## config.mk

```make
export PLATFORM = sky130hd
export DESIGN_NAME = sclk_glitch_mon
export DESIGN_NICKNAME = d
export VERILOG_FILES = /design/src/rtl/sgd_pkg.sv /design/src/rtl/sgd_sync.sv /design/src/rtl/sgd_phase_chk.sv /design/src/rtl/sgd_event_reg.sv /design/src/rtl/sclk_glitch_mon.sv
export SDC_FILE = /design/constraint.sdc
export NUM_CORES = 1
export LEC_CHECK = 0
export ABC_AREA = 1
export BUFFER_PORTS_ARGS = -buffer_cell sky130_fd_sc_hd__buf_4
export CAP_MARGIN = 30
export CORE_AREA = 3 3 40 42
export CTS_CLUSTER_SIZE = 8
export DETAILED_ROUTE_END_ITERATION = 7
export DIE_AREA = 0 0 43 45
export PLACE_DENSITY = 0.64
export SYNTH_ARGS = -nofsm -noshare
export SYNTH_HDL_FRONTEND = slang
export SYNTH_SLANG_ARGS = --single-unit
```

## constraint.sdc

```tcl
create_clock -name clk -period 1.1 [get_ports clk]
set_input_delay 0.11 -clock clk [delete_from_list [all_inputs] [get_ports clk]]
set_output_delay 0.11 -clock clk [all_outputs]
set_load 0.01 [all_outputs]
```

## src/rtl/sgd_pkg.sv

```systemverilog
package sgd_pkg;
   localparam int NUM_LINES = 2;
   localparam int LINE_RX   = 0;
   localparam int LINE_TX   = 1;
   typedef logic [NUM_LINES-1:0] line_vec_t;
endpackage

```

## src/rtl/sgd_sync.sv

```systemverilog
module sgd_sync #(
   parameter int   STAGES  = 2,
   parameter logic RST_VAL = 1'b0
) (
   input  logic clk,
   input  logic rst_n,
   input  logic d,
   output logic q
);
   if (STAGES < 2) begin : g_bad_stages
      $error("sgd_sync: STAGES must be at least 2");
   end

   logic [STAGES-1:0] chain;

   always_ff @(posedge clk or negedge rst_n) begin
      if (!rst_n) chain <= {STAGES{RST_VAL}};
      else        chain <= {chain[STAGES-2:0], d};
   end

   assign q = chain[STAGES-1];
endmodule

```

## src/rtl/sgd_phase_chk.sv

```systemverilog
module sgd_phase_chk #(
   parameter int   MIN_PHASE = 2,
   parameter logic RST_VAL   = 1'b0
) (
   input  logic clk,
   input  logic rst_n,
   input  logic en,
   input  logic lvl,
   output logic glitch
);
   localparam int CNT_W = $clog2(MIN_PHASE + 1);
   localparam logic [CNT_W-1:0] LIMIT = CNT_W'(MIN_PHASE);
   localparam logic [CNT_W-1:0] ONE   = CNT_W'(1);

   if (MIN_PHASE < 2) begin : g_bad_min
      $error("sgd_phase_chk: MIN_PHASE must be at least 2");
   end

   logic             lvl_q;
   logic             edge_seen;
   logic             timing;
   logic [CNT_W-1:0] cnt;

   always_ff @(posedge clk or negedge rst_n) begin
      if (!rst_n) lvl_q <= RST_VAL;
      else        lvl_q <= lvl;
   end

   assign edge_seen = lvl ^ lvl_q;

   always_ff @(posedge clk or negedge rst_n) begin
      if (!rst_n) begin
         cnt    <= '0;
         timing <= 1'b0;
      end else if (!en) begin
         cnt    <= '0;
         timing <= 1'b0;
      end else if (edge_seen) begin
         cnt    <= ONE;
         timing <= 1'b1;
      end else if (cnt < LIMIT) begin
         cnt    <= cnt + ONE;
      end
   end

   assign glitch = en & edge_seen & timing & (cnt < LIMIT);
endmodule

```

## src/rtl/sgd_event_reg.sv

```systemverilog
module sgd_event_reg #(
   parameter int N        = 2,
   parameter bit CLR_WINS = 1'b0
) (
   input  logic         clk,
   input  logic         rst_n,
   input  logic [N-1:0] set_vec,
   input  logic         clr_we,
   input  logic [N-1:0] clr_vec,
   input  logic [N-1:0] mask,
   output logic [N-1:0] evt,
   output logic         irq
);
   logic [N-1:0] clr_eff;
   logic [N-1:0] evt_nxt;

   assign clr_eff = clr_we ? clr_vec : '0;

   if (CLR_WINS) begin : g_clr_first
      assign evt_nxt = (evt | set_vec) & ~clr_eff;
   end else begin : g_set_first
      assign evt_nxt = (evt & ~clr_eff) | set_vec;
   end

   always_ff @(posedge clk or negedge rst_n) begin
      if (!rst_n) evt <= '0;
      else        evt <= evt_nxt;
   end

   assign irq = |(evt & mask);
endmodule

```

## src/rtl/sclk_glitch_mon.sv

```systemverilog
module sclk_glitch_mon
   import sgd_pkg::*;
#(
   parameter int   SYNC_STAGES = 2,
   parameter int   MIN_PHASE   = 2,
   parameter logic IDLE_LEVEL  = 1'b0,
   parameter bit   CLR_WINS    = 1'b0
) (
   input  logic                 clk,
   input  logic                 rst_n,
   input  logic                 rx_sclk,
   input  logic                 tx_sclk,
   input  logic                 det_en,
   input  logic [NUM_LINES-1:0] irq_mask,
   input  logic                 evt_clr_we,
   input  logic [NUM_LINES-1:0] evt_clr_data,
   output logic [NUM_LINES-1:0] evt_bits,
   output logic                 irq
);
   line_vec_t raw_vec;
   line_vec_t sync_vec;
   line_vec_t glitch_vec;

   assign raw_vec[LINE_RX] = rx_sclk;
   assign raw_vec[LINE_TX] = tx_sclk;

   for (genvar i = 0; i < NUM_LINES; i++) begin : g_line
      sgd_sync #(
         .STAGES  (SYNC_STAGES),
         .RST_VAL (IDLE_LEVEL)
      ) i_sync (
         .clk   (clk),
         .rst_n (rst_n),
         .d     (raw_vec[i]),
         .q     (sync_vec[i])
      );

      sgd_phase_chk #(
         .MIN_PHASE (MIN_PHASE),
         .RST_VAL   (IDLE_LEVEL)
      ) i_chk (
         .clk    (clk),
         .rst_n  (rst_n),
         .en     (det_en),
         .lvl    (sync_vec[i]),
         .glitch (glitch_vec[i])
      );
   end

   sgd_event_reg #(
      .N        (NUM_LINES),
      .CLR_WINS (CLR_WINS)
   ) i_evt (
      .clk     (clk),
      .rst_n   (rst_n),
      .set_vec (glitch_vec),
      .clr_we  (evt_clr_we),
      .clr_vec (evt_clr_data),
      .mask    (irq_mask),
      .evt     (evt_bits),
      .irq     (irq)
   );
endmodule

```

==> metrics.cfg <==
[logic_synthesis]
synth_cell_types=8
synth_compound_area_share_pct=5.48
synth_top_family_by_area=simple AND/OR/NAND/NOR gates
synth.area.mux_share_pct=0
ys_ff_latch=14
yosys.area.top_type=dfrtp_1
yosys.area_share.simple_pct=20.0
synth_top_cell_area_share_pct=66.7
synth_area_um2=526
ys.flop_type=dfrtp_1
yosysWarningCount=0
synthTopCellsByArea=dfrtp_1 (67%), nand2_1 (13%), inv_1 (7.9%)
synth_cells=56
synth_xor_area_share_pct=0
avgSynthCellArea_um2=9.38
ys_seq_area_share_pct=66.7
synth_fp_nets=66
synthAdderAreaFrac_pct=0
synth_common_cells=nand2_1 (18), dfrtp_1 (14), inv_1 (11), nor2_1 (6)
yosysMostFrequentCell=nand2_1
synth_edf_count=0
synthArstFlopShare_pct=100

[global_route]
antenna_found_initial=0
grt_pass1_wl_mm=1.48
grtUsageTotal_pct=11.0
overflow=0
grt_max_degree=15
grt_pass1_vias=352

[hold_path]
hp-class=primary input to flip-flop
min_to=i_evt.evt[0]
min_from=evt_clr_data[0]
hold_depth=4

[finish]
antenna_cells=0
nFillCells=118
syn2layout_area_growth_pct=35.5
drive_above_1_share_pct=22.4
fin_area_um2=712
nets=87

[setup_path]
required_ns=0.99
reg2reg_slack_ns=0.24
worst-path-max-fanout=2
r2r_end=g_line[1].i_chk.timing
r2r_cells=6
crit-reg2reg-launch=g_line[1].i_sync.chain[1]
critPathLaunchType=flip-flop
critPathArrivalTime_ns=1.00
crit_path_end_kind=primary output
crit_type=flip-flop to primary output

[timing]
slew_headroom_pct=88.5
max_freq_ghz=0.905
worst_pin_slew_ns=0.173
setup_slack_ns=-0.00509
rsz0062_at_grt=yes
fin_skew_ns=0.00486
hold_ws_ns=0.0758
setup_viol=1
hold_viol=0
post-route-period-util_pct=100
drv_slew=0
post-route-min-period_ns=1.11

[routing]
wire_per_inst_um=9.23
m1WireLength_um=362
dr.pass1.iters=4
route.met2.wl_um=363
drc=0
top_layer=met4
ant_nets=0
vias=410
dr_wl_met3_um=74
drtIter0Drc=2
via_per_inst=4.51
routed_wl_um=840

[floorplan]
start_util_pct=40.9
die_h_um=45
num_io_pins=13
coreArea_mm2=0.00128
fp.dieW_um=43
rows=13
die_area_mm2=0.00194

[placed_design]
gp_congestion=0.675
place_area_um2=634
hpwl_um=620
dp_slack_ns=0.241
port_buffers=12

[clocking]
cts_tree=done
clockRootBuffer=clkbuf_4
clk_path_buf_depth=2
clock_latency_ns=0.28
cts_buffers=3
cts_sinks=14
cts_max_level=1
clkSlewWorstSetupHoldPaths_ns=0.08

[power]
p_total_uw=1090
ir_drop_mv=0.853
leakage_uw=0.000404
powerDensity_mw_per_mm2=1530

[flow_run]
cap_violations=0

[outcome]
status=finished with violations
violations=negative setup slack

## worst max-delay path, stage by stage, from the launching register on
cell and delay (ns):
dfrtp_1 0.39, a22o_1 0.22, buf_6 0.12
## flip-flops by register name, indices dropped and copies added, names as in the netlist
name	count
g_line.i_sync.chain	4
g_line.i_chk.timing	2
g_line.i_chk.lvl_q	2
g_line.i_chk.cnt	4
i_evt.evt	2
## how the worst max path moves through the flow
stage	start	to	slack (ns)	cells past startpoint
floorplan	g_line[0].i_sync.chain[1]	g_line[0].i_chk.timing	0.31	6
global placement	g_line[1].i_sync.chain[1]	g_line[1].i_chk.timing	0.25	6
detailed placement	g_line[1].i_sync.chain[1]	g_line[1].i_chk.timing	0.24	6
CTS	i_evt.evt[0]	irq	-0.01	2
global route	i_evt.evt[0]	irq	-0.05	2
finish	i_evt.evt[0]	irq	-0.005	2
## layout make-up
class	count	area [um2]	share of cell area, %
Tap cell	15	18.8	2.64
Multi-Input combinational cell	31	134	18.8
Timing Repair Buffer	16	131	18.5
Sequential cell	14	350	49.2
Clock buffer	4	36.3	5.10
Inverter	11	41.3	5.80
## per-stage QoR
stage	util (%)	TNS, ns	cells
after global placement	49.4	0	83
after detailed placement	49.4	0	83
after floorplan	-	0	56
after CTS	55.4	-0.0101	91
final	55.4	-0.00509	91
after global routing	55.4	-0.0539	91
## cell families after synthesis
family,count (synthesis)
AOI/OAI and AO/OA,5
buffers and inverters,11
DFF,14
and+or+nand+nor,26
## per-layer routing
metal	vias to the layer above	GRT usage (%)
li1	207	-
met1	185	12.9
met2	13	16.2
met3	5	2.79
met4	0	10.8
met5	-	0
## placed cells by master, fill, tap and decap left out, drive strengths merged
cell type    count
a21oi            2
a22o             1
buf             13
clkbuf           4
dfrtp           14
dlygate4sd3      3
inv             11
nand2           18
nand3b           2
nor2             6
o21ai            2
## timing repair
item                                    CTS  global route
setup buffers                             1             0
hold buffers                              3             0
pin swaps                                 0             0
endpoints found under the setup margin    1             1
resized for setup                         1             0
endpoints found under the hold margin    16             0
## power breakdown
part           internal (uW)  switching [uW]
Clock                    201             158
Combinational           84.9            69.8
Sequential               552            20.5
Total                    838             248
Note: power is estimated with default switching activity, not from simulation.
